File: config.mk
export PLATFORM = sky130hd
export DESIGN_NAME = dp_collide_arb
export DESIGN_NICKNAME = d
export VERILOG_FILES = /design/src/rtl/dp_collide_arb.sv
export SDC_FILE = /design/constraint.sdc
export NUM_CORES = 1
export LEC_CHECK = 0
export BUFFER_PORTS_ARGS = -buffer_cell sky130_fd_sc_hd__buf_4
export CELL_PAD_IN_SITES_DETAIL_PLACEMENT = 0
export CELL_PAD_IN_SITES_GLOBAL_PLACEMENT = 1
export CORE_UTILIZATION = 34
export CTS_BUF_LIST = sky130_fd_sc_hd__clkbuf_16
export CTS_CLUSTER_SIZE = 25
export DETAILED_ROUTE_END_ITERATION = 10
export PLACE_DENSITY_LB_ADDON = 0.12
export SYNTH_ARGS = -nofsm -noshare
export SYNTH_HDL_FRONTEND = slang
export SYNTH_SLANG_ARGS = --single-unit
File: constraint.sdc
create_clock -name clk -period 1.2 [get_ports clk]
set_input_delay 0.18 -clock clk [delete_from_list [all_inputs] [get_ports clk]]
set_output_delay 0.18 -clock clk [all_outputs]
set_load 0.05 [all_outputs]
File: src/rtl/dp_collide_arb.sv
module dp_collide_arb #(
  parameter int AW        = 14,
  parameter bit LEFT_WINS = 1'b1
) (
  input  logic          clk,
  input  logic          rst_n,
  input  logic          slave_mode,
  input  logic          l_en,
  input  logic [AW-1:0] l_addr,
  input  logic          l_we,
  input  logic          r_en,
  input  logic [AW-1:0] r_addr,
  input  logic          r_we,
  input  logic          l_busy_in_n,
  input  logic          r_busy_in_n,
  output logic          l_busy_out_n,
  output logic          r_busy_out_n,
  output logic          l_inhibit,
  output logic          r_inhibit,
  output logic          l_wr_go,
  output logic          r_wr_go
);
  localparam logic [1:0] OWN_NONE = 2'd0;
  localparam logic [1:0] OWN_L    = 2'd1;
  localparam logic [1:0] OWN_R    = 2'd2;
  localparam logic [1:0] OWN_TIE  = LEFT_WINS ? OWN_L : OWN_R;

  logic [AW-1:0] l_addr_q, r_addr_q;
  logic          l_en_q, r_en_q;
  logic [1:0]    owner_q, owner_d;
  logic          l_busy_q, r_busy_q;
  logic          l_grant, r_grant;

  wire hit     = l_en & r_en & (l_addr == r_addr);
  wire l_moved = (l_en != l_en_q) | (l_addr != l_addr_q);
  wire r_moved = (r_en != r_en_q) | (r_addr != r_addr_q);

  always_comb begin
    owner_d = owner_q;
    if (!hit)
      owner_d = OWN_NONE;
    else if (owner_q == OWN_NONE || l_moved || r_moved) begin
      if (l_moved && !r_moved)      owner_d = OWN_R;
      else if (r_moved && !l_moved) owner_d = OWN_L;
      else                          owner_d = OWN_TIE;
    end
  end

  always_ff @(posedge clk) begin
    if (!rst_n) begin
      l_addr_q <= '0;
      r_addr_q <= '0;
      l_en_q   <= 1'b0;
      r_en_q   <= 1'b0;
      owner_q  <= OWN_NONE;
      l_busy_q <= 1'b1;
      r_busy_q <= 1'b1;
    end else begin
      l_addr_q <= l_addr;
      r_addr_q <= r_addr;
      l_en_q   <= l_en;
      r_en_q   <= r_en;
      owner_q  <= owner_d;
      l_busy_q <= !(hit && owner_d == OWN_R);
      r_busy_q <= !(hit && owner_d == OWN_L);
    end
  end

  assign l_busy_out_n = slave_mode | l_busy_q;
  assign r_busy_out_n = slave_mode | r_busy_q;
  assign l_grant      = slave_mode ? l_busy_in_n : l_busy_q;
  assign r_grant      = slave_mode ? r_busy_in_n : r_busy_q;
  assign l_inhibit    = ~l_grant;
  assign r_inhibit    = ~r_grant;
  assign l_wr_go      = l_en & l_we & l_grant;
  assign r_wr_go      = r_en & r_we & r_grant;
endmodule


==> impl_metrics.toml <==
[synthesis]
ys_top_cells_by_area = "dfxtp_1 (46%), xor2_1 (15%), and2_1 (12%)"
synth_warnings = 0
synth_area_per_cell_um2 = 10.2
syn_area_um2 = 1480
synthFlopType = "dfxtp_1"
syn_nets = 182
netlist_top_cells_count = "dfxtp_1 (34), and2_1 (29), xor2_1 (26)"
synth_most_common_cell = "dfxtp_1"
yosysTopAreaCell = "dfxtp_1"
synth-seq-cells = 34
synth_edf_count = 0
synthArstFlopShare_pct = 0
synth_cell_types = 21
synth_top_area_share_pct = 46.0
ys_seq_area_share_pct = 46.0
synthCells = 145

[setup_path]
worstPathArrival_ns = 1.58
r2r.worst_path.cells = 5
cp.required_ns = 1.35
rr_endpoint = "l_busy_q"
cp_max_fo = 2
r2r_setup_slack_ns = -0.23
cp-start-kind = "register"
worstSetupEndpointType = "register"
r2r_start = "r_addr_q[11]"
crit_type = "register to register"

[route]
wl_per_cell_um = 12.8
drc_errors = 0
highest_layer = "met4"
wl_met1_um = 1510
met2_length_um = 1550
vias = 1157
vias_per_cell = 4.50
wl_met3_um = 175
ant_nets = 0
drt-pass1-iter-count = 4
drt-initial-drc-count = 28
wirelength_um = 3290

[timing]
final-setup-viol-count = 5
fin_skew_ns = 0.00311
fin_crit_sh_pct = 119
hold_viol = 0
min_period_ns = 1.43
maxSlewViolCount = 0
worst_slack_ns = -0.233
worstMarginPinSlew_ns = 0.396
rsz0062_at_grt = "true"
relSlewSlack_pct = 73.3
fmax_ghz = 0.698
holdWs_ns = 0.141
tns_ns = -0.890

[floorplan]
initial_core_util_pct = 36.2
die_y_um = 68.0
die_w_um = 68.0
io_pins = 43
core_area_um2 = 4090
row_count = 23
die_area_um2 = 4620

[power_and_ir_drop]
power_mw = 2.81
power_leakage_nw = 0.941
power_density_nw_per_um2 = 1290
vdd_drop_max_mv = 0.820

[clocking]
ctsLongestPathBuffers = 2
numClockSinks = 34
cts_buffers = 5
cts_tree = "built"
htreeDepth = 2
clk_pin_slew_worst_paths_ns = 0.05
postCtsSetupRepairBufs = 0
clkLatencyLatePin_ns = 0.27
cts_root_buf = "clkbuf_16"

[layout]
fin_nets = 245
regArea_um2 = 683
drive_above_1_share_pct = 38.2
final_core_util_pct = 53.4
multiInputGateArea_um2 = 842
synthToLayoutAreaGrowth_pct = 47.5
finalInstanceArea_um2 = 2180
diodes = 0
nFillCells = 381

[placed_design]
gp_congestion = 0.735
dp.final_hpwl_um = 2590
io_buffers = 42
dpl-instance-area_um2 = 2010

[min_path]
min_from = "l_addr[11]"
holdPathStages = 2
hold_class = "input port to register"
holdPathEnd = "l_addr_q[11]"

[grt]
grtUsageTotal_pct = 15.5
overflow = 0
grt_pass1_wl_um = 5040
grt_pass1_vias = 1117
antenna_found_initial = 0
grt_max_degree = 30

[flow_run]
maxCapViolations = 0

[status]
outcome = "finished with violations"
violations = "negative setup slack"
[what timing repair did]
| item | CTS | global route |
|---|---|---|
| hold endpoints to repair | 0 | 0 |
| endpoints found under the setup margin | 8 | 7 |
| hold buffers | 0 | 0 |
| pin swaps | 5 | 4 |
| gates resized for setup | 8 | 3 |
[cell type report]
| cell class | count | area share (%) |
|---|---|---|
| clock buffer | 5 | 5.73 |
| sequential | 34 | 31.3 |
| clock inverter | 1 | 0.172 |
| multi-input combinational | 107 | 38.6 |
| inverter | 1 | 0.172 |
| timing repair buffer | 59 | 21.2 |
| tap | 50 | 2.87 |
[logic make-up (layout without fill, tap and decap cells)]
group | count (synthesis) | after routing | share of synthesized area, %
mux | 2 | 2 | 1.35
compound gates | 3 | 3 | 1.61
simple gates | 58 | 58 | 23.9
buf+inv | 4 | 66 | 1.01
flops | 34 | 34 | 46.0
xor+xnor | 44 | 44 | 26.1
[power by group]
part	internal (mW)	switching, mW
combinational	0.246	0.211
sequential	1.19	0.0221
clock	0.735	0.411
total	2.17	0.644
[routing by layer]
| layer | track usage (%) | up-vias |
|---|---|---|
| met1 | 18.9 | 529 |
| met5 | 0 | - |
| met2 | 24.8 | 28 |
| met4 | 6.77 | 0 |
| li1 | - | 593 |
| met3 | 4.83 | 7 |
[stage by stage]
stage | std cells | setup WS, ns
5_1_grt | 257 | -0.322
3_5_place_dp | 251 | -0.345
2_1_floorplan | 145 | -0.0729
4_1_cts | 257 | -0.257
3_3_place_gp | 251 | -0.305
6_report | 257 | -0.233
[placed cells by master, fill, tap and decap left out, drive strengths merged]
cell type / netlist / layout
a41oi: 1 / 1
or2: 2 / 2
nand3: 1 / 1
nand2: 5 / 5
nor2: 7 / 7
clkinv: 0 / 1
buf: 0 / 59
xor2: 26 / 26
nor3: 1 / 1
or4: 1 / 1
xnor2: 18 / 18
and2: 30 / 30
a21oi: 1 / 1
a41o: 1 / 1
nand4: 5 / 5
mux2i: 2 / 2
nor4: 6 / 6
dfxtp: 34 / 34
clkbuf: 3 / 5
inv: 1 / 1
[worst max-delay path, stage by stage, from the launching register on]
cell,delay [ns]
dfxtp_1,0.30
xor2_1,0.16
nor4_2,0.32
nand4_1,0.21
a41oi_2,0.24
nand2_1,0.07
[state kept, by name, indices dropped and copies added (netlist names)]
signal	cells
l_addr_q	14
l_busy_q	1
l_en_q	1
owner_q	2
r_addr_q	14
r_busy_q	1
r_en_q	1
[how the worst max path moves through the flow]
stage	from	endpoint	slack [ns]	depth (start not counted)
floorplan	l_addr[0]	owner_q[0]	-0.07	5
global placement	r_addr_q[7]	l_busy_q	-0.31	5
detailed placement	r_addr_q[7]	l_busy_q	-0.34	5
CTS	r_addr_q[2]	l_busy_q	-0.26	5
global route	r_addr_q[7]	l_busy_q	-0.32	5
finish	r_addr_q[11]	l_busy_q	-0.23	5
No activity file was read; power rests on OpenSTA's default activity.
